<file path="config.mk">
export PLATFORM = sky130hd
export DESIGN_NAME = crc_serial_unit
export DESIGN_NICKNAME = d
export VERILOG_FILES = /design/src/rtl/crc_pkg.sv /design/src/rtl/crc_ctrl.sv /design/src/rtl/crc_datapath.sv /design/src/rtl/crc_serial_unit.sv
export SDC_FILE = /design/constraint.sdc
export NUM_CORES = 1
export LEC_CHECK = 0
export BUFFER_PORTS_ARGS = -buffer_cell sky130_fd_sc_hd__buf_2
export CAP_MARGIN = 5
export CORE_MARGIN = 8
export CORE_UTILIZATION = 48
export DETAILED_ROUTE_END_ITERATION = 7
export PLACE_DENSITY = 0.87
export SLEW_MARGIN = 10
export SYNTH_ARGS = -nofsm -noshare
export SYNTH_HDL_FRONTEND = slang
export SYNTH_SLANG_ARGS = --single-unit
</file>
<file path="constraint.sdc">
create_clock -name clk -period 1.01 [get_ports clk]
set_input_delay 0.101 -clock clk [delete_from_list [all_inputs] [get_ports clk]]
set_output_delay 0.101 -clock clk [all_outputs]
set_load 0.02 [all_outputs]
</file>
<file path="src/rtl/crc_pkg.sv">
package crc_pkg;

  // Strobes from control to datapath
  typedef struct packed {
    logic clr;    // zero the register
    logic shift;  // divide one bit in
  } crcStrobe_t;

endpackage

</file>
<file path="src/rtl/crc_ctrl.sv">
module crc_ctrl
  import crc_pkg::*;
(
  input  logic       clear,
  input  logic       dataValid,
  input  logic       checkMode,
  input  logic       remNonZero,
  output crcStrobe_t strb,
  output logic       crcErr
);

  always_comb begin
    strb.clr   = clear;
    strb.shift = dataValid & ~clear;  // clear takes priority
  end

  // Error flag only meaningful while checking
  assign crcErr = checkMode & remNonZero;

endmodule

</file>
<file path="src/rtl/crc_datapath.sv">
module crc_datapath
  import crc_pkg::*;
#(
  parameter int         DEG  = 16,
  parameter logic [DEG:0] POLY = 17'h11021
) (
  input  logic           clk,
  input  logic           rst_n,
  input  crcStrobe_t     strb,
  input  logic           dataIn,
  output logic [DEG-1:0] regQ,
  output logic           remNonZero
);

  localparam int TOP = DEG - 1;

  logic           fb;
  logic [DEG-1:0] nxt;

  assign fb = regQ[TOP];

  // Feedback network: one stage per remainder bit, taps from POLY
  for (genvar i = 0; i < DEG; i++) begin : g_stage
    if (i == 0) begin : g_in
      assign nxt[i] = dataIn ^ fb;
    end else if (POLY[i]) begin : g_tap
      assign nxt[i] = regQ[i-1] ^ fb;
    end else begin : g_pass
      assign nxt[i] = regQ[i-1];
    end
  end

  always_ff @(posedge clk or negedge rst_n) begin
    if (!rst_n)          regQ <= '0;
    else if (strb.clr)   regQ <= '0;
    else if (strb.shift) regQ <= nxt;
  end

  assign remNonZero = |regQ;

  // no feedback when top bit is clear -> plain shift
  a_r3_plain_shift: assert property (@(posedge clk) disable iff (!rst_n)
    (strb.shift && !regQ[TOP]) |=> (regQ == {$past(regQ[TOP-1:0]), $past(dataIn)}));

  // feedback always inverts the input bit at stage 0
  a_r3_stage0_feedback: assert property (@(posedge clk) disable iff (!rst_n)
    (strb.shift && regQ[TOP]) |=> (regQ[0] != $past(dataIn)));

endmodule

</file>
<file path="src/rtl/crc_serial_unit.sv">
module crc_serial_unit
  import crc_pkg::*;
#(
  parameter int           DEG  = 16,
  parameter logic [DEG:0] POLY = 17'h11021
) (
  input  logic           clk,
  input  logic           rst_n,
  input  logic           clear,
  input  logic           dataIn,
  input  logic           dataValid,
  input  logic           checkMode,
  output logic [DEG-1:0] remainder,
  output logic           crcErr
);

  crcStrobe_t strb;
  logic       remNonZero;

  crc_ctrl u_ctrl (
    .clear      (clear),
    .dataValid  (dataValid),
    .checkMode  (checkMode),
    .remNonZero (remNonZero),
    .strb       (strb),
    .crcErr     (crcErr)
  );

  crc_datapath #(.DEG(DEG), .POLY(POLY)) u_dp (
    .clk        (clk),
    .rst_n      (rst_n),
    .strb       (strb),
    .dataIn     (dataIn),
    .regQ       (remainder),
    .remNonZero (remNonZero)
  );

  a_r1_clear_zeroes: assert property (@(posedge clk) disable iff (!rst_n)
    clear |=> (remainder == '0));

  a_r2_hold_idle: assert property (@(posedge clk) disable iff (!rst_n)
    (!clear && !dataValid) |=> $stable(remainder));

  a_r7_flag_in_check: assert property (@(posedge clk) disable iff (!rst_n)
    (checkMode && remainder != '0) |-> crcErr);

  a_r7_quiet_in_gen: assert property (@(posedge clk) disable iff (!rst_n)
    !checkMode |-> !crcErr);

endmodule

</file>
# Word level (Yosys, flattened, before mapping)
# Cells that the tools add are included.
dict set report word_totals {
  regBits 16
  input_bits 6
  out_inout_bits 17
  elab_cells 11
}
dict set report op_classes {
  n_mux 2
  n_bitwise 6
  n_reduce_logical 2
}
# cell count
set ops {}
lappend ops {{two-way mux 16 bit} 2}
lappend ops {{OR reduction 16 bit} 1}
lappend ops {{XOR 1 bit} 3}
lappend ops {{bitwise AND 1 bit} 2}
lappend ops {{nonzero test 2 bit} 1}
lappend ops {{NOT 1 bit} 1}

# Depth between registers and ports, before layout
# Gate-level depths: netlist (run 1).
dict set report depth {
  ltp_word 4
  ltp_mapped 4
  depth_no_buf 2
}

# Cells and area by module
# A second synthesis (run 1) with hierarchy kept.
dict set report unflattened {
  hier_cells 64
  area_unflattened_um2 767.0
}
# module instances cells_per_inst area_per_inst_um2 seq_area_each_um2
set modules_own_cells {}
lappend modules_own_cells {crc_datapath 1 61 739.5 400.4}
lappend modules_own_cells {crc_ctrl 1 3 27.5 0.0}

# Worst setup path after synthesis (run 1)
# Ideal clock, no wire load.
dict set report synth_timing {
  path_type {register -> output}
  from {register u_dp.regQ[15]}
  to {output port crcErr}
  arrival_time_ns 1.141
  required_ns 0.909
  slack_ns -0.232
  path_stages_with_launch 4
  path_buffers 1
  path_cell_list {dfrtp_1 > buf_4 > nor4_1 > a41oi_1}
}
dict set report synth_via {
  elab_chain_len 2
}
# item line
set synth_lines {}
lappend synth_lines {{start, declared} crc_datapath.sv:11} ;# output logic [DEG-1:0] regQ,
lappend synth_lines {{start signal, assigned} crc_datapath.sv:36} ;# else if (strb.shift) regQ <= nxt;
lappend synth_lines {{OR reduction 16 bit} crc_datapath.sv:39} ;# assign remNonZero = |regQ;
lappend synth_lines {{bitwise AND 1 bit} crc_ctrl.sv:18} ;# assign crcErr = checkMode & remNonZero;
lappend synth_lines {{end, declared} crc_serial_unit.sv:14} ;# output logic crcErr
# Every way passes these cells.

# Worst setup path after layout (run 1)
dict set report layout_timing {
  from {register u_dp.regQ[5]}
  to {output port crcErr}
}
# Same word-level chain as after synthesis.

==> results.md, run 1 <==
* Status: finished, violations left
* Failing checks: negative setup slack
* Biggest regs: u_dp.regQ: 16 flops
* Hold crit path type: input pin to flop
* Tmin final at 1.513 ns
* Total track usage at 15.00%
* Post-synthesis sequential element count at 16
* CTS buffer count at 3
* Clock Pin Slew Worst Setup and Hold Paths at 0.10 ns
* Vias/cell at 5.548
* Core Box Area at 1471 µm²
* Clk sink count at 16
* Synth Instances at 62
* Clk pwr share at 32.9%
* Share of power burned in registers at 49.2%
* Via count at 688
* GRT overflow at 0
* H-tree levels at 1
* Share of layout cells above drive strength 1 at 64.81%
* Pint at 1004 µW
* Setup WS pre-CTS at -0.1732 ns
* Die H at 55.28 µm
* First-pass GRT wire length at 3712 µm
* PD cells at 1035 nW/µm²
* DRC violations left at 0
* Net switching fraction of the power at 26.97%
* Syn_area_per_cell at 11.95 µm²
* Critical path required time at 0.91 ns
* FMAX at 660.9 MHz
* Fin. max-slew vios at 0
* Vias in the first global route at 720
* Area Overhead vs Synth at 79.22%
* Peak VDD IR at 738.6 µV
* CTS tree: done
* Fillers at 63
* RSZ-0062 raised after global routing: true
* Final Non-Filler Cells at 124
* TritonRoute pass-1 iters at 4
* Logic pwr share at 17.9%
* Drt total wl at 2652 µm
* Clk buf depth at 2
* Slew @ Worst Pin at 0.3513 ns
* Setup crit start kind: flop
* M2 GR Usage at 25.16%
* Die Area at 3056 µm²
* Slack of the critical path at -0.5031 ns
* GR Util met3 at 2.968%
* DP HPWL at 1313 µm
* NumNets Final at 115
* CP Class: flop to primary output
* Syn. warnings at 0
* Final core occ at 90.22%
* Ports at 23
* Final hold violations at 0
* Met1 Use GR at 18.01%
* Max_cap viols at 0
* Antenna viol nets, final at 0
* Sequential share of the synthesized area at 54.05%
* # rows at 14
* Largest register by flop count: u_dp.regQ
* Fin crit share at 149.8%
* Worst path cell trace: nor4_4, a41oi_2, buf_4
* Max_slew headroom at 76.58%
* Antenna Diode Count at 0
* Static Leakage at 0.0006482 µW
* Clk_lat worst skew at 0.30 ns
* Crit-path slowest cell: dfrtp_1
* Initial DRC Count at 16
* Crit. End Element: primary output
* Largest net degree at the start of global routing at 20
* Initial Util at 50.34%
* Top Usage Layer GRT: met2
* Initial antenna violation count at 0
* Data arrival, critical path at 1.41 ns
* Final setup viols at 26
* Sw Pwr at 370.6 µW
* Critical path fanouts, max at 2
* Max reg flops at 16
* PortBufs at 22
* Final GP Congestion at 0.8000
* Synth cell types at 15
* Syn nets at 68
* CTS root buf: clkbuf_4
* Post-Syn Area at 740.7 µm²
* WL/cell at 21.39 µm
* Die X at 55.28 µm
* Setup Skew at 0.001508 ns
* Slowest stage delay, CP at 0.47 ns
* Cell count after placement at 111
## final timing paths
path / from / endpoint / slack, ns / depth (start not counted)
worst max register to register: u_dp.regQ[4] / u_dp.regQ[5] / -0.07 / 4
worst min register to register: u_dp.regQ[9] / u_dp.regQ[9] / 0.73 / 3
min in group asynchronous: rst_n / u_dp.regQ[13] / 0.25 / 2
worst min-delay path: dataIn / u_dp.regQ[0] / 0.11 / 3
worst max-delay path: u_dp.regQ[5] / crcErr / -0.50 / 3
max in group asynchronous: rst_n / u_dp.regQ[7] / 0.48 / 2
## cell families (layout without fill, tap and decap cells)
| logic type | Yosys count | in the layout | share of synthesized area, % |
|---|---|---|---|
| flip-flops | 16 | 16 | 54.05 |
| buffers and inverters | 6 | 52 | 7.093 |
| XOR/XNOR | 3 | 3 | 3.548 |
| multiplexers | 13 | 13 | 17.57 |
| AO/OA/AOI/OAI | 4 | 4 | 5.574 |
| AND/OR/NAND/NOR | 20 | 20 | 12.16 |
## timing repair
| action | 4_1_cts | 5_1_grt |
|---|---|---|
| hold buffers | 1 | 0 |
| gates resized for setup | 47 | 15 |
| setup buffers | 8 | 6 |
| hold endpoints to repair | 16 | 0 |
| pin swaps | 1 | 6 |
| cloned | 0 | 0 |
| endpoints found under the setup margin | 18 | 27 |
## cells in the final DEF (no fill, tap or decap)
cell type / n
dfrtp_2: 10
clkbuf_8: 1
nor2_1: 14
buf_2: 5
inv_1: 1
buf_12: 1
a211oi_2: 3
buf_4: 3
a41oi_2: 1
dfrtp_1: 6
nor4_4: 4
nor2_2: 2
mux2i_1: 13
xnor2_1: 3
dlygate4sd3_1: 1
buf_6: 37
clkbuf_4: 3
## power by group through the flow
stage,clock [µW],combinational (µW),sequential [µW]
after detailed placement,0,182,679
after CTS,441,222,670
after global routing,484,261,677
after floorplan,0,94.7,699
after global placement,0,180,678
final,452,246,676
## worst max-delay path, delay by kind of cell, from the launching register on
| family | cells | cell delay, ns |
|---|---|---|
| flops | 1 | 0.47 |
| simple gates | 1 | 0.31 |
| buf+inv | 1 | 0.18 |
| compound gates | 1 | 0.15 |
## per-stage QoR
| stage | instance area [µm²] | hold WS, ns | TNS [ns] | total power, µW |
|---|---|---|---|---|
| 2_1_floorplan | 797.0 | -0.1946 | -0.06795 | 794.0 |
| 3_3_place_gp | 1007 | 0.02667 | -0.1357 | 857.9 |
| 3_5_place_dp | 1007 | 0.02806 | -0.1805 | 861.5 |
| 4_1_cts | 1252 | 0.1085 | -1.553 | 1332 |
| 5_1_grt | 1328 | 0.1010 | -3.166 | 1422 |
| 6_report | 1328 | 0.1125 | -2.397 | 1374 |
## cells in the mapped netlist
library cell	instances	area (µm²)
nor2_1	14	52.55
a211oi_2	2	25.02
buf_2	1	5.000
xnor2_1	3	26.28
buf_6	1	11.26
nor2_2	2	12.51
nor4_1	4	25.02
mux2i_1	13	130.1
a211oi_1	1	7.510
clkbuf_2	1	5.000
dfrtp_1	16	400.4
buf_4	1	7.510
a41oi_1	1	8.760
buf_12	1	20.02
inv_1	1	3.750
## layout make-up
cell class,count,area (µm²),share of cell area (%)
Timing Repair Buffer,47,494.2,37.23
Sequential cell,16,412.9,31.10
Multi-Input combinational cell,40,360.3,27.14
Clock buffer,4,36.28,2.733
Tap cell,16,20.02,1.508
Inverter,1,3.754,0.2828
## routing by layer
metal,vias to the layer above,part of all wire (%),wire (µm)
li1,305,-,-
met1,350,41,1079
met2,27,53,1400
met3,6,4.2,112
met4,0,2.3,60
met5,-,0,0
Note: power is estimated with default switching activity, not from simulation.
==> inputs of run 2 (changes only) <==
==> constraint.sdc (replaced) <==
create_clock -name clk -period 1.01 [get_ports clk]
set_input_delay 0.0505 -clock clk [delete_from_list [all_inputs] [get_ports clk]]
set_output_delay 0.0505 -clock clk [all_outputs]
set_load 0.02 [all_outputs]
==> run 2 against run 1 <==
Compared with the run above:
- the run still ends with negative setup slack left
- setup slack improved by 0.11 ns
- routed wire length down 22%
- clock power shrank 21%
- clock skew rose by 0.012 ns
- critical endpoint unchanged
- largest power group unchanged
==> results.md, run 2 (same netlist as run 1, synthesis figures left out) <==
* Crit-path slowest cell: dfrtp_2
* Fillers at 86 (+37%)
* Biggest regs: u_dp.regQ: 16 flops
* FMAX at 712.8 MHz (+7.8%)
* Antenna Diode Count at 0 (unchanged)
* WL/cell at 17.56 µm (-18%)
* PD cells at 1036 nW/µm² (about the same)
* Setup crit start kind: flop
* Initial antenna violation count at 0 (unchanged)
* Die H at 55.28 µm (unchanged)
* Hold depth at 3 (unchanged)
* Antenna viol nets, final at 0 (unchanged)
* Critical path fanouts, max at 2 (unchanged)
* Cell count after placement at 108 (-2.7%)
* Crit. End Element: primary output
* DRC violations left at 0 (unchanged)
* Max reg flops at 16 (unchanged)
* Data arrival, critical path at 1.35 ns (-0.06 ns)
* Share of power burned in registers at 53.5% (+4.3 points)
* CP Class: flop to primary output
* Final GP Congestion at 0.7716 (-3.6%)
* Clk buf depth at 2 (unchanged)
* Worst setup path startpoint: u_dp.regQ[9]
* First-pass GRT wire length at 3160 µm (-15%)
* CTS tree: done
* Peak VDD IR at 838.3 µV (+13%)
* TritonRoute pass-1 iters at 3 (-1)
* Fin. max-slew vios at 0 (unchanged)
* Slew @ Worst Pin at 0.3635 ns (+0.01220 ns)
* Worst Reg2Reg Path Length in Cells at 5 (+1)
* DP HPWL at 1257 µm (-4.3%)
* Fin crit share at 138.9% (-11 points)
* Initial DRC Count at 9 (-7)
* Tmin final at 1.403 ns (-0.1101 ns)
* CTS buffer count at 3 (unchanged)
* Largest register by flop count: u_dp.regQ
* Clk sink count at 16 (unchanged)
* Drt total wl at 2072 µm (-22%)
* Slack of the critical path at -0.3930 ns (+0.1101 ns)
* DP Area at 984.7 µm² (-2.2%)
* Share of layout cells above drive strength 1 at 61.76% (-3.1 points)
* CTS root buf: clkbuf_4
* PortBufs at 22 (unchanged)
* Levels on crit path at 3 (unchanged)
* Setup WS pre-CTS at -0.07761 ns (+0.09554 ns)
* Critical path required time at 0.96 ns (+0.05 ns)
* # rows at 14 (unchanged)
* H-tree levels at 1 (unchanged)
* Vias in the first global route at 650 (-9.7%)
* Max_cap viols at 0 (unchanged)
* Failing checks: negative setup slack
* Logic pwr share at 17.9% (about the same)
* Core Box Area at 1471 µm² (unchanged)
* Final setup viols at 16 (-38%)
* Clock Pin Slew Worst Setup and Hold Paths at 0.10 ns (about the same)
* Final hold violations at 0 (unchanged)
* NumNets Final at 109 (-5.2%)
* RSZ-0062 raised after global routing: true
* Most common cell after layout, fill and taps aside: buf_6
* CP top delay family: flip-flops
* HP Start: dataIn
* Total track usage at 12.41% (-2.6 points)
* Via count at 614 (-11%)
* Die Area at 3056 µm² (unchanged)
* RR Startpoint: u_dp.regQ[3]
* Final Non-Filler Cells at 118 (-4.8%)
* Hold crit path type: input pin to flop
* CP Buf/Inv Count at 1 (unchanged)
* GRT overflow at 0 (unchanged)
* Static Leakage at 0.0005976 µW (-7.8%)
* Initial Util at 50.34% (unchanged)
* Status: finished, violations left
* Vias/cell at 5.203 (-6.2%)
* Most frequent cells in the layout: buf_6, nor2_1, mux2i_1
* Ports at 23 (unchanged)
* Worst path cell trace: nor4_4, a41oi_2, buf_4
* Setup Skew at 0.01346 ns (+0.01196 ns)
* Clk_lat worst skew at 0.29 ns (about the same)
* Largest net degree at the start of global routing at 20 (unchanged)
* Final instance area at 1214 µm² (-8.6%)
* Max_slew headroom at 75.76% (-0.81 points)
* Pint at 923.2 µW (-8.0%)
* Clk pwr share at 28.5% (-4.4 points)
* Area Overhead vs Synth at 63.85%
* Net switching fraction of the power at 26.58% (-0.38 points)
* Sw Pwr at 334.3 µW (-9.8%)
* Die X at 55.28 µm (unchanged)
* Slowest stage delay, CP at 0.44 ns (-0.03 ns)
[run 2: changes by cell type in the layout (fill, tap and decap cells not counted)]
cell      delta
mux2i_1      -1
a211oi_2     -1
buf_2        +2
a211oi_1     +1
mux2i_2      +1
buf_6       -14
clkbuf_1     +1
buf_4        +6
clkbuf_8     -1
[run 2: metal layers]
metal,vias up,track usage (%),share of wire (%)
met5,-,0,0
met4,0,8.099,1.2
met3,4,2.055,2.3
met2,9,20.19,51
met1,310,14.53,46
li1,291,-,-
[run 2: cell type report]
class	instances	area, µm²	area share, %
sequential	16	412.9	34.02
timing repair buffer	41	391.6	32.27
multi-input combinational	40	359.1	29.59
clock buffer	4	26.28	2.165
tap	16	20.02	1.649
inverter	1	3.754	0.3093
[run 2: path summary, 6_finish.rpt]
path                                 to  slack [ns]
setup / recovery                 crcErr       -0.39
hold / removal             u_dp.regQ[0]        0.08
setup reg to reg           u_dp.regQ[4]       -0.11
hold reg to reg            u_dp.regQ[7]        0.63
max in group asynchronous  u_dp.regQ[6]        0.50
min in group asynchronous  u_dp.regQ[2]        0.21
[run 2: worst min-delay path, delay by kind of cell]
family,cells,cell delay (ns)
buffers and inverters,1,0.09
AOI/OAI and AO/OA,1,0.08
xor gates and xnor gates,1,0.12
[run 2: per-stage QoR]
step	setup TNS [ns]	total power, µW	hold WS [ns]	utilization, %
after global placement	-0.07207	854.6	-0.02373	66.92
after CTS	-0.8589	1252	0.07231	79.42
after floorplan	-0.01745	794.0	-0.2451	-
after detailed placement	-0.07761	858.8	-0.01326	66.92
final	-1.226	1258	0.07844	82.48
after global routing	-1.887	1308	0.09235	82.48
[run 2: power by group through the flow]
stage / Combinational [µW] / Sequential (µW) / Clock (µW)
final: 225 / 673 / 359
after global routing: 241 / 675 / 393
after CTS: 210 / 672 / 370
after detailed placement: 179 / 679 / 0
after global placement: 176 / 678 / 0
after floorplan: 94.7 / 699 / 0
[run 2: what timing repair did]
item / in CTS / in global routing
setup endpoints to repair: 15 / 20
resized for setup: 38 / 5
hold buffers: 1 / 0
hold endpoints to repair: 16 / 0
setup buffers: 1 / 5
pin swaps: 2 / 1
==> inputs of run 3 (changes only) <==
ABC_AREA = 1   (was not set)
CORE_UTILIZATION = 51   (was 48)
CTS_BUF_LIST = sky130_fd_sc_hd__clkbuf_4 sky130_fd_sc_hd__clkbuf_8   (was not set)
PLACE_DENSITY = 0.9   (was 0.87)
==> run 3 against run 2 <==
Compared with the run above:
- the flow still finishes with violations (negative setup slack)
- setup slack improved by 0.13 ns
- highest routed layer unchanged
- critical endpoint unchanged
- synthesized area rose by 2.9%
- non-clock buffer count fell by 8
- clock skew fell by 0.013 ns
- sequential cell count did not move
- synthesized cell count rose by 19%
- largest power group unchanged
- sequential power fell by 3.7%
- clock power rose by 5.8%
==> results.md, run 3 <==
* Leading area contributor after synthesis: dfrtp_1
* Power Total at 1137 µW (-9.6%)
* WHS Endpoint: u_dp.regQ[0]
* Setup WS pre-CTS at 0.05211 ns (+0.1297 ns)
* Compound-Gate Fraction of Synth Area at 22.00% (+16 points)
* Largest register by flop count: u_dp.regQ
* Area Overhead vs Synth at 40.07%
* Hold crit path type: input pin to flop
* Clk buf depth at 2 (unchanged)
* DP HPWL at 1249 µm (-0.61%)
* Data arrival, critical path at 1.22 ns (-0.13 ns)
* Ports at 23 (unchanged)
* CTS buffer count at 3 (unchanged)
* Die Area at 2987 µm² (-2.2%)
* CTS root buf: clkbuf_4
* RSZ-0062 raised after global routing: true
* Sequential share of the synthesized area at 52.55% (-1.5 points)
* Final setup viols at 2 (-14)
* Slowest stage delay, CP at 0.39 ns (-0.05 ns)
* Syn nets at 80 (+18%)
* NumNets Final at 114 (+4.6%)
* Post-synthesis sequential element count at 16 (unchanged)
* Max layer used: met4
* Hold WS at 0.07703 ns (-0.001410 ns)
* Share of the synthesized area in the top cell type at 52.55% (-1.5 points)
* Number of flops mapped to enable cells by yosys at 0 (unchanged)
* Critical path required time at 0.96 ns (about the same)
* Critical path fanouts, max at 2 (unchanged)
* Synth cell types at 13 (-2)
* Antenna viol nets, final at 0 (unchanged)
* Failing checks: negative setup slack
* Count leader, synth: inv_1
* Simple-gate portion of the synthesized area at 8.539% (-3.6 points)
* H-tree levels at 1 (unchanged)
* Core Box Area at 1454 µm² (-1.2%)
* Slack of the critical path at -0.2618 ns (+0.1312 ns)
* Share of layout cells above drive strength 1 at 47.66% (-14 points)
* Max_slew headroom at 73.46% (-2.3 points)
* Drt total wl at 1926 µm (-7.0%)
* Biggest regs: u_dp.regQ: 16 flops
* FMAX at 786.3 MHz (+10%)
* Status: finished, violations left
* Met3 Routed Length at 118 µm (+150%)
* Post-Synth Adder-Cell Area at 0% (unchanged)
* Mux contribution to synthesized area at 0% (-18 points)
* Cell count after placement at 110 (+1.9%)
* GRT overflow at 0 (unchanged)
* Vias/cell at 5.228 (+0.47%)
* # rows at 14 (unchanged)
* WL/cell at 15.66 µm (-11%)
* Max_cap viols at 0 (unchanged)
* Final hold violations at 0 (unchanged)
* Clock Pin Slew Worst Setup and Hold Paths at 0.09 ns (about the same)
* Worst path cell trace: nor2_1, nand2_1, nor2_2, a21oi_2, buf_6
* Crit. End Element: primary output
* Largest net degree at the start of global routing at 17 (-15%)
* Fin crit share at 125.9% (-13 points)
* PD cells at 1065 nW/µm² (+2.8%)
* Slew @ Worst Pin at 0.3967 ns (+0.03316 ns)
* Post-Syn Area at 762.0 µm² (+2.9%)
* Total track usage at 13.74% (+1.3 points)
* Worst reg2reg setup slack at 0.07 ns (+0.18 ns)
* RR Startpoint: u_dp.regQ[15]
* Via count at 643 (+4.7%)
* Worst reg2reg path endpoint: u_dp.regQ[0]
* Syn_area_per_cell at 10.30 µm² (-14%)
* Die H at 54.66 µm (-1.1%)
* Routed met1 length at 761 µm (-20%)
* Main combinational cell family by area after synthesis: compound AO/OA/AOI/OAI gates
* CTS tree: done
* Crit-path slowest cell: dfrtp_1
* Post-synth ARST share at 100.0% (unchanged)
* Final GP Congestion at 0.8131 (+5.4%)
* Antenna Diode Count at 0 (unchanged)
* Hold depth at 3 (unchanged)
* Setup Skew at 0.0005460 ns (-0.01292 ns)
* Most frequent cells in the layout: inv_1, buf_6, dfrtp_1
* Syn. warnings at 0 (unchanged)
* Peak VDD IR at 826.5 µV (-1.4%)
* Initial DRC Count at 8 (-1)
* Most common cell after layout, fill and taps aside: inv_1
* Post-synth top cells: inv_1, dfrtp_1, nor2_1, o22ai_2, o22ai_1
* DRC violations left at 0 (unchanged)
* First-pass GRT wire length at 3022 µm (-4.4%)
* Setup crit start kind: flop
* CP Class: flop to primary output
* Clk_lat worst skew at 0.28 ns (about the same)
* Tmin final at 1.272 ns (-0.1312 ns)
* Vias in the first global route at 676 (+4.0%)
* Final Non-Filler Cells at 123 (+4.2%)
* Die X at 54.66 µm (-1.1%)
* Max reg flops at 16 (unchanged)
* Met2 wire len at 996 µm (-5.5%)
* Initial Util at 52.41% (+2.1 points)
* Synth Instances at 74 (+19%)
* PortBufs at 22 (unchanged)
* Synth Flop Type: dfrtp_1
* Clk sink count at 16 (unchanged)
* Largest cells by area after synthesis: dfrtp_1, o22ai_2, inv_1
* Post-synthesis xor/xnor area fraction at 3.448% (-0.099 points)
* Fin. max-slew vios at 0 (unchanged)
* HP Start: dataIn
* Worst Reg2Reg Path Length in Cells at 3 (-2)
* TritonRoute pass-1 iters at 4 (+1)
* Static Leakage at 0.0005054 µW (-15%)
* Initial antenna violation count at 0 (unchanged)
[run 3: cell types whose count changed after synthesis, moves of 4 or more]
cell,change
o22ai_1,+6
nand2_1,+4
nor2_1,-4
o22ai_2,+10
mux2i_1,-13
nor4_1,-4
inv_1,+17
[run 3: what timing repair did]
action | in CTS | in global routing
gates cloned | 0 | 0
setup endpoints to repair | 2 | 10
hold buffers | 1 | 0
hold endpoints to repair | 16 | 0
pin swaps | 6 | 3
resized for setup | 11 | 18
buffers inserted | 8 | 3
[run 3: how the worst max path moves through the flow]
stage	start	slack, ns	cells past startpoint	end
after CTS	u_dp.regQ[0]	-0.23	5	crcErr
after global placement	u_dp.regQ[10]	0.07	5	crcErr
after floorplan	u_dp.regQ[15]	0.03	5	crcErr
after global routing	u_dp.regQ[14]	-0.34	5	crcErr
after detailed placement	u_dp.regQ[3]	0.05	5	crcErr
final	u_dp.regQ[9]	-0.26	5	crcErr
[run 3: cells by family after synthesis]
group	after synthesis
DFF	16
and+or+nand+nor	16
xor gates and xnor gates	3
buffers and inverters	22
AOI/OAI and AO/OA	17
[run 3: cell type report]
type | instances | area [µm²]
Fill cell | 104 | 386.6
Clock buffer | 4 | 30.03
Inverter | 18 | 67.56
Sequential cell | 16 | 401.6
Tap cell | 16 | 20.02
Timing Repair Buffer | 33 | 280.3
Multi-Input combinational cell | 36 | 267.8
[run 3: layer usage]
metal / global-route usage [%] / vias up
met5: 0 / -
met4: 6.148 / 0
met3: 3.533 / 6
met2: 23.02 / 18
met1: 16.05 / 318
li1: - / 301
[run 3: worst max-delay path: cells and delay by family, from the launching register on]
family	cells	cell delay [ns]
flip-flops	1	0.39
AND/OR/NAND/NOR	3	0.34
buffers and inverters	1	0.13
AO/OA/AOI/OAI	1	0.07
[run 3: where the power goes]
group	switching, µW	leakage, µW	total [µW]	internal, µW
Clock	199	0.0000184	380	180
Sequential	3.59	0.000221	648	645
Combinational	71.1	0.000266	109	38.0
Total	274	0.000505	1140	863
[run 3: per-stage QoR]
stage	utilization (%)	TNS [ns]	area, µm²
CTS	69.54	-0.2296	1011
global route	73.41	-0.4580	1067
finish	73.41	-0.2718	1067
detailed placement	60.33	0	877.1
floorplan	-	0	769.5
global placement	60.33	0	877.1
